[src/rtl/memdiag_pkg.sv]
package memdiag_pkg;

  typedef enum logic [2:0] {
    ST_IDLE,
    ST_DWR,   // data stage write sweep
    ST_DRD,   // data stage read sweep
    ST_BGW,   // background fill for alias stage
    ST_MKW,   // plant marker
    ST_PRB,   // probe power-of-two addresses
    ST_RSW,   // restore marker position
    ST_FIN
  } state_t;

  typedef struct packed {
    logic clear;
    logic wr;
    logic rd;
    logic useCpl;
    logic cmpData;
    logic cmpAlias;
    logic phaseB;
    logic finish;
  } strobe_t;

endpackage

[src/rtl/memdiag_ctrl.sv]
module memdiag_ctrl
  import memdiag_pkg::*;
#(
  parameter int AW = 4,
  parameter int IW = 3
) (
  input  logic          clk,
  input  logic          rstN,
  input  logic          start,
  output strobe_t       stb,
  output logic [AW-1:0] addr,
  output logic [IW-1:0] markIdx,
  output logic [IW-1:0] probeIdx
);

  localparam logic [IW-1:0] LAST_IDX = IW'(AW);

  state_t        state;
  logic [AW-1:0] addrCnt;
  logic          phaseB;

  function automatic logic [AW-1:0] idxAddr(input logic [IW-1:0] idx);
    if (idx == '0) return '0;
    return AW'(1) << (idx - 1'b1);
  endfunction

  wire sweepLast = (addrCnt == '1);

  always_ff @(posedge clk) begin
    if (!rstN) begin
      state    <= ST_IDLE;
      addrCnt  <= '0;
      phaseB   <= 1'b0;
      markIdx  <= '0;
      probeIdx <= '0;
    end else begin
      unique case (state)
        ST_IDLE: if (start) begin
          state   <= ST_DWR;
          addrCnt <= '0;
          phaseB  <= 1'b0;
        end
        ST_DWR: begin
          addrCnt <= addrCnt + 1'b1;
          if (sweepLast) state <= ST_DRD;
        end
        ST_DRD: begin
          addrCnt <= addrCnt + 1'b1;
          if (sweepLast) begin
            if (!phaseB) begin
              phaseB <= 1'b1;
              state  <= ST_DWR;
            end else begin
              phaseB <= 1'b0;
              state  <= ST_BGW;
            end
          end
        end
        ST_BGW: begin
          addrCnt <= addrCnt + 1'b1;
          if (sweepLast) begin
            markIdx <= '0;
            state   <= ST_MKW;
          end
        end
        ST_MKW: begin
          probeIdx <= '0;
          state    <= ST_PRB;
        end
        ST_PRB: begin
          probeIdx <= probeIdx + 1'b1;
          if (probeIdx == LAST_IDX) state <= ST_RSW;
        end
        ST_RSW: begin
          if (markIdx == LAST_IDX) state <= ST_FIN;
          else begin
            markIdx <= markIdx + 1'b1;
            state   <= ST_MKW;
          end
        end
        ST_FIN:  state <= ST_IDLE;
        default: state <= ST_IDLE;
      endcase
    end
  end

  always_comb begin
    stb  = '0;
    addr = addrCnt;
    unique case (state)
      ST_IDLE: stb.clear = start;
      ST_DWR: begin
        stb.wr     = 1'b1;
        stb.useCpl = phaseB;
      end
      ST_DRD: begin
        stb.rd      = 1'b1;
        stb.cmpData = 1'b1;
        stb.phaseB  = phaseB;
      end
      ST_BGW: stb.wr = 1'b1;
      ST_MKW: begin
        stb.wr     = 1'b1;
        stb.useCpl = 1'b1;
        addr       = idxAddr(markIdx);
      end
      ST_PRB: begin
        stb.rd       = 1'b1;
        stb.cmpAlias = (probeIdx != markIdx);
        addr         = idxAddr(probeIdx);
      end
      ST_RSW: begin
        stb.wr = 1'b1;
        addr   = idxAddr(markIdx);
      end
      ST_FIN:  stb.finish = 1'b1;
      default: stb = '0;
    endcase
  end

endmodule

[src/rtl/memdiag_dp.sv]
module memdiag_dp
  import memdiag_pkg::*;
#(
  parameter int AW = 4,
  parameter int DW = 8,
  parameter int IW = 3,
  parameter logic [DW-1:0] PAT = {(DW/2){2'b01}}
) (
  input  logic          clk,
  input  logic          rstN,
  input  strobe_t       stb,
  input  logic [AW-1:0] addr,
  input  logic [IW-1:0] markIdx,
  input  logic [IW-1:0] probeIdx,
  input  logic [DW-1:0] memRdata,
  output logic [AW-1:0] memAddr,
  output logic [DW-1:0] memWdata,
  output logic          memWe,
  output logic          memRe,
  output logic          done,
  output logic          pass,
  output logic          firstFailValid,
  output logic [AW-1:0] firstFailAddr,
  output logic [DW-1:0] errMask,
  output logic [DW-1:0] stuckMask,
  output logic [DW-1:0] lineFaultMask,
  output logic          cellFault,
  output logic [AW-1:0] aliasMask
);

  assign memAddr  = addr;
  assign memWdata = stb.useCpl ? ~PAT : PAT;
  assign memWe    = stb.wr;
  assign memRe    = stb.rd;

  // one-cycle read pipeline: context for the word arriving next cycle
  logic          cmpDataQ, cmpAliasQ, phaseBQ;
  logic [AW-1:0] addrQ;
  logic [IW-1:0] markQ, probeQ;

  always_ff @(posedge clk) begin
    if (!rstN) begin
      cmpDataQ  <= 1'b0;
      cmpAliasQ <= 1'b0;
      phaseBQ   <= 1'b0;
      addrQ     <= '0;
      markQ     <= '0;
      probeQ    <= '0;
    end else begin
      cmpDataQ  <= stb.rd & stb.cmpData;
      cmpAliasQ <= stb.rd & stb.cmpAlias;
      phaseBQ   <= stb.phaseB;
      addrQ     <= addr;
      markQ     <= markIdx;
      probeQ    <= probeIdx;
    end
  end

  wire [DW-1:0] expWord = phaseBQ ? ~PAT : PAT;
  wire [DW-1:0] diff    = expWord ^ memRdata;

  // per-bit trackers
  logic [DW-1:0] seen0, seen1, allWrongA, allWrongB;

  for (genvar b = 0; b < DW; b++) begin : g_bit
    always_ff @(posedge clk) begin
      if (!rstN || stb.clear) begin
        seen0[b]     <= 1'b0;
        seen1[b]     <= 1'b0;
        allWrongA[b] <= 1'b1;
        allWrongB[b] <= 1'b1;
      end else if (cmpDataQ) begin
        if (memRdata[b]) seen1[b] <= 1'b1;
        else             seen0[b] <= 1'b1;
        if (!diff[b]) begin
          if (phaseBQ) allWrongB[b] <= 1'b0;
          else         allWrongA[b] <= 1'b0;
        end
      end
    end
  end

  logic          failSeen;
  logic [AW-1:0] firstAddrQ;
  logic [DW-1:0] errQ;
  logic [AW-1:0] aliasQ;

  function automatic logic [AW-1:0] lineOf(input logic [IW-1:0] idx);
    if (idx == '0) return '0;
    return AW'(1) << (idx - 1'b1);
  endfunction

  wire aliasHit = |((memRdata ^ PAT) & ~errQ);

  always_ff @(posedge clk) begin
    if (!rstN || stb.clear) begin
      failSeen   <= 1'b0;
      firstAddrQ <= '0;
      errQ       <= '0;
      aliasQ     <= '0;
    end else begin
      if (cmpDataQ) begin
        errQ <= errQ | diff;
        if (diff != '0 && !failSeen) begin
          failSeen   <= 1'b1;
          firstAddrQ <= addrQ;
        end
      end
      if (cmpAliasQ && aliasHit)
        aliasQ <= aliasQ | lineOf(markQ) | lineOf(probeQ);
    end
  end

  // classification latched when the run ends
  wire [DW-1:0] stuckNow = ~seen0 | ~seen1;
  wire [DW-1:0] lineNow  = allWrongA | allWrongB;

  logic [DW-1:0] stuckQ, lineQ;
  logic          cellQ, passQ, doneQ;

  always_ff @(posedge clk) begin
    if (!rstN || stb.clear) begin
      stuckQ <= '0;
      lineQ  <= '0;
      cellQ  <= 1'b0;
      passQ  <= 1'b0;
      doneQ  <= 1'b0;
    end else if (stb.finish) begin
      stuckQ <= stuckNow;
      lineQ  <= lineNow;
      cellQ  <= |(errQ & ~lineNow);
      passQ  <= !failSeen && (stuckNow == '0) && (aliasQ == '0);
      doneQ  <= 1'b1;
    end
  end

  assign done           = doneQ;
  assign pass           = passQ;
  assign firstFailValid = failSeen;
  assign firstFailAddr  = firstAddrQ;
  assign errMask        = errQ;
  assign stuckMask      = stuckQ;
  assign lineFaultMask  = lineQ;
  assign cellFault      = cellQ;
  assign aliasMask      = aliasQ;

endmodule

[src/rtl/memdiag_top.sv]
module memdiag_top
  import memdiag_pkg::*;
#(
  parameter int AW = 4,
  parameter int DW = 8,
  parameter logic [DW-1:0] PAT = {(DW/2){2'b01}}
) (
  input  logic          clk,
  input  logic          rstN,
  input  logic          start,
  output logic [AW-1:0] memAddr,
  output logic [DW-1:0] memWdata,
  output logic          memWe,
  output logic          memRe,
  input  logic [DW-1:0] memRdata,
  output logic          done,
  output logic          pass,
  output logic          firstFailValid,
  output logic [AW-1:0] firstFailAddr,
  output logic [DW-1:0] errMask,
  output logic [DW-1:0] stuckMask,
  output logic [DW-1:0] lineFaultMask,
  output logic          cellFault,
  output logic [AW-1:0] aliasMask
);

  localparam int IW = $clog2(AW + 2);

  strobe_t       stb;
  logic [AW-1:0] addr;
  logic [IW-1:0] markIdx, probeIdx;

  memdiag_ctrl #(.AW(AW), .IW(IW)) u_ctrl (
    .clk(clk), .rstN(rstN), .start(start),
    .stb(stb), .addr(addr), .markIdx(markIdx), .probeIdx(probeIdx)
  );

  memdiag_dp #(.AW(AW), .DW(DW), .IW(IW), .PAT(PAT)) u_dp (
    .clk(clk), .rstN(rstN), .stb(stb), .addr(addr),
    .markIdx(markIdx), .probeIdx(probeIdx), .memRdata(memRdata),
    .memAddr(memAddr), .memWdata(memWdata), .memWe(memWe), .memRe(memRe),
    .done(done), .pass(pass), .firstFailValid(firstFailValid),
    .firstFailAddr(firstFailAddr), .errMask(errMask), .stuckMask(stuckMask),
    .lineFaultMask(lineFaultMask), .cellFault(cellFault), .aliasMask(aliasMask)
  );

endmodule

[config.mk]
export PLATFORM = sky130hd
export DESIGN_NAME = memdiag_top
export DESIGN_NICKNAME = d
export VERILOG_FILES = /design/src/rtl/memdiag_pkg.sv /design/src/rtl/memdiag_ctrl.sv /design/src/rtl/memdiag_dp.sv /design/src/rtl/memdiag_top.sv
export SDC_FILE = /design/constraint.sdc
export NUM_CORES = 1
export LEC_CHECK = 0
export BUFFER_PORTS_ARGS = -buffer_cell sky130_fd_sc_hd__buf_2
export CAP_MARGIN = 20
export CORE_UTILIZATION = 45
export DETAILED_ROUTE_END_ITERATION = 10
export PLACE_DENSITY = 0.74
export SYNTH_ARGS = -nofsm -noshare
export SYNTH_HDL_FRONTEND = slang
export SYNTH_SLANG_ARGS = --single-unit
[constraint.sdc]
create_clock -name clk -period 2.25 [get_ports clk]
set_clock_uncertainty 0.15 [all_clocks]
set_input_delay 0.1125 -clock clk [delete_from_list [all_inputs] [get_ports clk]]
set_output_delay 0.1125 -clock clk [all_outputs]
set_load 0.1 [all_outputs]
==> impl_metrics.ini, run 1 <==
[worst_setup_path]
slowest_stage = dfxtp_4
slowest_delay_ns = 0.38
cp_cell_sequence = inv_4, ha_4, or3_4, a21oi_4, a221oi_4, nor2_4, buf_12
worstSetupEndpointType = primary output
start_kind = register
reg2reg_from = u_dp.phaseBQ$_SDFF_PN0_
r2r-end = u_dp.firstFailAddr[0]$_SDFFE_PP0P_
worstPathMaxFanout = 4
reg2regPathDepth = 6
crit_type = register to primary output
worstPathArrival_ns = 1.96
reg2reg_slack_ns = 0.28
cp.required_ns = 1.99
crit_family = simple AND/OR/NAND/NOR gates
crit_buf_inv = 2

[worst_hold_path]
whs_path_depth = 4
worstHoldStart = start
worstHoldPathType = input pin to register
holdPathEnd = u_ctrl.phaseB$_SDFFE_PN0P_

[placement]
placed_area_um2 = 4810
dp_cells = 639
portBuffers = 60
routabilityCongestion = 0.857
hpwl_um = 6890

[flow_run]
cap_violations = 0

[timing]
hold_viol = 0
setup-tns-final_ns = 0
worst_slew_pin_slew_ns = 0.513
setup_viol = 0
slew_headroom_pct = 65.6
whs_ns = 0.0936
final_max_slew_viol_count = 0
fin_crit_sh_pct = 98.7
rsz0062_at_grt = yes
max_freq_mhz = 450
min_period_ns = 2.22

[clocking]
cts_buffers = 9
clockRootBuffer = clkbuf_8
cts_tree = built
clockBufferDepth = 2
htreeDepth = 3
clock_sinks = 95
cts.clk_slew.worst_paths_ns = 0.10
clock_latency_ns = 0.36

[pwr]
swShare_pct = 25.4
p_switching_w = 0.000791
leakage_nw = 2.04
p_int_w = 0.00232
pwr-share-seq_pct = 54.6
peakVddDrop_mv = 0.335
p_per_area_nw_per_um2 = 590
power_frac_comb_pct = 7.9
pwr-share-clk_pct = 37.5

[cells_and_area]
fillerInstances = 812
final_cells = 672
post-route-util_pct = 57.1
multiInputGateArea_um2 = 2200
regArea_um2 = 1910
nets = 578
layout-drive-gt1-share_pct = 26.0
area_growth_pct = 23.5
final_area_um2 = 5280
antennaDiodeCount = 0

[floorplan]
start_util_pct = 46.3
die_w_um = 99.5
dieArea_um2 = 9890
core_um2 = 9240
row_count = 35
num_io_pins = 61
die-height_um = 99.5

[logic_synthesis]
avgSynthCellArea_um2 = 9.12
synthCells = 469
ys_seq_area_share_pct = 44.5
synth_seq_cells = 95
yosys_most_used_dff = dfxtp_1
yosys_warnings = 0
syn_nets = 509
async_reset_ff_share_pct = 0
yosysUniqueCellTypes = 53
synth_area_um2 = 4280
synth-edff-count = 0

[routing]
drc = 0
wire_per_inst_um = 14.8
routed_wl_um = 9970
dr.pass1.iters = 4
via_count = 3622
drt_iter0_drc = 160
routed_via_density = 5.39
antenna_left = 0

[grt]
grt-ovfl-total = 0
grt_usage_pct = 21.0
grt_max_degree = 70
grt_pass1_wl_um = 16400
grt_pass1_vias = 3457
antenna_found_initial = 0

[status]
run_status = complete, no violations
area by class of cell:
| type | count | share of cell area [%] |
|---|---|---|
| clock inverters | 5 | 1.23 |
| flip-flops and latches | 95 | 36.3 |
| well taps | 129 | 3.06 |
| inverters | 27 | 2.18 |
| repair buffers | 89 | 13.0 |
| multi-input cells | 316 | 41.6 |
| clock buffers | 11 | 2.68 |
state kept, by name, indices dropped and copies added, names as in the netlist, 4 cells and up:
register,count
u_dp.addrQ,4
u_dp.errMask,8
u_dp.allWrongA,8
u_dp.aliasMask,4
u_dp.seen1,8
u_dp.allWrongB,8
u_dp.stuckMask,8
u_dp.seen0,8
u_dp.lineFaultMask,8
u_ctrl.addrCnt,4
u_dp.firstFailAddr,4
power by group through the flow:
stage	clock network (W)	registers [W]	logic (W)
CTS	0.00119	0.00170	0.000245
finish	0.00117	0.00170	0.000246
detailed placement	0	0.00174	0.000231
global route	0.00126	0.00170	0.000265
floorplan	0	0.00173	0.000171
global placement	0	0.00174	0.000228
Yosys cell counts (3+ instances only):
cell | instances | area [µm²]
buf_4 | 11 | 82.6
nand3_1 | 5 | 25.0
o21ai_0 | 6 | 30.0
buf_2 | 9 | 45.0
a21o_1 | 18 | 135
dfxtp_1 | 95 | 1900
a31oi_1 | 3 | 18.8
and3_1 | 4 | 25.0
a311oi_1 | 7 | 61.3
ha_1 | 29 | 363
inv_1 | 26 | 97.6
nand2_1 | 32 | 120
a21oi_1 | 37 | 185
nand4_1 | 5 | 31.3
nor4_1 | 5 | 31.3
o211ai_1 | 4 | 30.0
or3_1 | 3 | 18.8
buf_6 | 4 | 45.0
nand2b_1 | 9 | 56.3
a211oi_2 | 9 | 113
a22oi_1 | 6 | 45.0
nor2b_1 | 4 | 25.0
nor2_1 | 76 | 285
xnor2_1 | 3 | 26.3
clkbuf_1 | 7 | 26.3
and2_1 | 4 | 25.0
nor3_1 | 6 | 30.0
mux2i_1 | 6 | 60.1
a21oi_2 | 3 | 26.3
layer usage:
| layer | wire length, µm | GRT usage, % |
|---|---|---|
| met4 | 197 | 7.58 |
| met1 | 4290 | 25.3 |
| met2 | 4950 | 35.8 |
| met5 | 0 | 0 |
| met3 | 527 | 5.62 |
worst min-delay path: cells and delay by family:
family / cells / cell delay (ns)
AND/OR/NAND/NOR: 1 / 0.09
AO/OA/AOI/OAI: 2 / 0.22
buffers and inverters: 1 / 0.13
per-stage QoR:
step	worst slack (ns)	total power (W)
final	0.0289	0.00311
after global routing	-0.0365	0.00323
after CTS	0.00442	0.00313
after detailed placement	0.0999	0.00197
after global placement	0.203	0.00197
after floorplan	-0.125	0.00191
cell usage in the layout (no fill, tap or decap), types with 6 or more instances in the layout:
cell type      netlist  layout
dlygate4sd3_1        0       9
inv_1               26      21
mux2i_1              6       6
ha_1                29      25
a311oi_1             7       7
buf_4               11      18
buf_2                9      52
a211oi_2             9       9
buf_12               0      10
nand2_1             32      32
nand2b_1             9       9
o21ai_0              6       6
a22oi_1              6       6
nor3_1               6       6
clkbuf_8             0      10
a21oi_1             37      37
nor2_1              76      74
a21o_1              18      17
dfxtp_1             95      89
worst max-delay path by stage:
stage / cells after the start / start / to
2_1_floorplan: 6 / u_ctrl.probeIdx[0]$_SDFFE_PN0P_ / u_dp.addrQ[3]$_SDFF_PN0_
3_3_place_gp: 7 / u_ctrl.probeIdx[1]$_SDFFE_PN0P_ / memAddr[1]
3_5_place_dp: 7 / u_ctrl.probeIdx[1]$_SDFFE_PN0P_ / memAddr[1]
4_1_cts: 7 / u_ctrl.markIdx[1]$_SDFFE_PN0P_ / memAddr[1]
5_1_grt: 7 / u_ctrl.markIdx[1]$_SDFFE_PN0P_ / memAddr[1]
6_report: 7 / u_ctrl.probeIdx[1]$_SDFFE_PN0P_ / memAddr[1]
kinds of logic after synthesis:
group | count (synthesis) | share of synthesized area (%)
AND/OR/NAND/NOR | 160 | 17.0
AO/OA/AOI/OAI | 115 | 20.3
flip-flops | 95 | 44.5
buffers and inverters | 58 | 7.02
adder cells (fa/ha/maj) | 29 | 8.49
multiplexers | 8 | 1.93
XOR/XNOR | 4 | 0.820
repair_timing:
item / 4_1_cts / 5_1_grt
pin swaps: 10 / 5
gates cloned: 0 / 0
gates resized for setup: 25 / 6
buffers inserted: 5 / 3
hold buffers: 9 / 0
hold endpoints to repair: 18 / 0
endpoints found under the setup margin: 3 / 11
No activity file was read; power rests on OpenSTA's default activity.
==> run 2: changes to the inputs <==
--- a/config.mk
+++ b/config.mk
@@ -10,6 +10,7 @@
 export CORE_UTILIZATION = 45
 export DETAILED_ROUTE_END_ITERATION = 10
 export PLACE_DENSITY = 0.74
+export RECOVER_POWER = 25
 export SYNTH_ARGS = -nofsm -noshare
 export SYNTH_HDL_FRONTEND = slang
 export SYNTH_SLANG_ARGS = --single-unit
==> impl_metrics.ini, run 2 (synthesis gave the netlist of run 1 again) <==
[status]
run_status = complete, no violations

[pwr]
power_frac_comb_pct = 7.9
p_switching_w = 0.000788
peakVddDrop_mv = 0.335
p_int_w = 0.00232
leakage_nw = 1.91
swShare_pct = 25.3
pwr-share-seq_pct = 54.6
p_per_area_nw_per_um2 = 593
pwr-share-clk_pct = 37.4

[floorplan]
start_util_pct = 46.3
row_count = 35
die_w_um = 99.5
die-height_um = 99.5
dieArea_um2 = 9890
num_io_pins = 61
core_um2 = 9240

[routing]
dr.pass1.iters = 4
wl_met3_um = 449
routed_via_density = 5.35
routed_wl_um = 9950
met2_wirelength_um = 4980
wire_per_inst_um = 14.8
top_layer = met4
drt_iter0_drc = 179
met1_length_um = 4310
drc = 0
antenna_left = 0
via_count = 3592

[cells_and_area]
antennaDiodeCount = 0
fillerInstances = 821
area_growth_pct = 22.6
final_common_cell = dfxtp_1
nets = 578
final_cell_mix = dfxtp_1, nor2_1, a21oi_1, nand2_1, clkbuf_1
final_area_um2 = 5240
layout-drive-gt1-share_pct = 20.4

[flow_run]
cap_violations = 0

[grt]
grt_pass1_wl_um = 16400
antenna_found_initial = 0
grt_max_degree = 70
grt_pass1_vias = 3457
grt-ovfl-total = 0
grt_usage_pct = 21.0

[worst_setup_path]
worstPathArrival_ns = 1.95
cp_cell_sequence = inv_4, ha_4, or3_4, a21oi_4, a221oi_4, nor2_4, buf_12
worstSetupEndpointType = primary output
crit_type = register to primary output
worstPathMaxFanout = 3
crit_buf_inv = 2
start_kind = register
slowest_stage = dfxtp_4
crit_family = simple AND/OR/NAND/NOR gates
slowest_delay_ns = 0.37
cp.required_ns = 1.99

[timing]
max_freq_mhz = 452
worst_slew_pin_slew_ns = 1.18
slew_headroom_pct = 21.4
rsz0062_at_grt = yes
setup_viol = 0
fin_crit_sh_pct = 98.4
min_period_ns = 2.21
final_max_slew_viol_count = 0
hold_viol = 0
whs_ns = 0.0956

[clocking]
cts.clk_slew.worst_paths_ns = 0.10
htreeDepth = 3
cts_buffers = 9
clock_sinks = 95
clockBufferDepth = 2
cts_tree = built
clockRootBuffer = clkbuf_8
clock_latency_ns = 0.36

[placement]
hpwl_um = 6890
portBuffers = 60
placed_area_um2 = 4810
routabilityCongestion = 0.857

[worst_hold_path]
worstHoldPathType = input pin to register
==> run 2: changes by cell type in the layout (fill, tap and decap cells not counted) <==
| cell | delta |
|---|---|
| and2_0 | +1 |
| and2_1 | -1 |
| buf_2 | -30 |
| clkbuf_1 | +30 |
==> run 2: power groups by stage <==
stage | combinational, W | clock (W) | sequential, W
6_report | 0.000246 | 0.00116 | 0.00170
5_1_grt | 0.000265 | 0.00126 | 0.00170
4_1_cts | 0.000245 | 0.00119 | 0.00170
3_3_place_gp | 0.000228 | 0 | 0.00174
2_1_floorplan | 0.000171 | 0 | 0.00173
3_5_place_dp | 0.000231 | 0 | 0.00174
==> run 2: layout make-up <==
cell class	count	area [µm²]	share of cell area [%]
sequential	95	1910	36.5
inverter	27	115	2.20
clock buffer	11	141	2.70
tap	129	161	3.08
clock inverter	5	65.1	1.24
multi-input combinational	316	2200	41.9
timing repair buffer	89	648	12.4
==> run 2: layer usage <==
metal,GRT usage (%),vias to the layer above
li1,-,1755
met1,25.3,1715
met2,35.8,102
met3,5.62,20
met4,7.58,0
met5,0,-
==> run 2: worst register-to-register path, stage by stage (launching register included) <==
cell and delay [ns]:
dfxtp_1 0.39, inv_1 0.14, ha_1 0.33, nor4_1 0.41
a21oi_2 0.21, mux2i_1 0.19, nor2_1 0.05
==> run 2: path summary, 6_finish.rpt <==
kind / startpoint / end / slack [ns] / cells past startpoint
hold reg to reg: u_dp.allWrongB[2]$_SDFFE_PP1P_ / u_dp.allWrongB[2]$_SDFFE_PP1P_ / 0.31 / 1
setup reg to reg: u_dp.phaseBQ$_SDFF_PN0_ / u_dp.firstFailAddr[0]$_SDFFE_PP0P_ / 0.27 / 6
hold / removal: start / u_ctrl.phaseB$_SDFFE_PN0P_ / 0.1 / 4
setup / recovery: u_ctrl.markIdx[1]$_SDFFE_PN0P_ / memAddr[1] / 0.04 / 7
==> run 2: repair_timing <==
| action | in CTS | in global routing |
|---|---|---|
| endpoints found under the setup margin | 3 | 11 |
| hold buffers | 9 | 0 |
| pin swaps | 10 | 5 |
| endpoints found under the hold margin | 18 | 0 |
| setup buffers | 5 | 3 |
| gates resized for setup | 25 | 6 |
==> run 2: metrics by stage <==
step	cells	total power (W)	setup TNS (ns)	setup slack, ns	util (%)
3_3_place_gp	639	0.00197	0	0.203	52.0
4_1_cts	669	0.00313	0	0.00442	56.8
2_1_floorplan	469	0.00191	-0.130	-0.125	-
5_1_grt	672	0.00323	-0.0801	-0.0365	56.7
6_report	672	0.00311	0	0.0359	56.7
3_5_place_dp	639	0.00197	0	0.0999	52.0
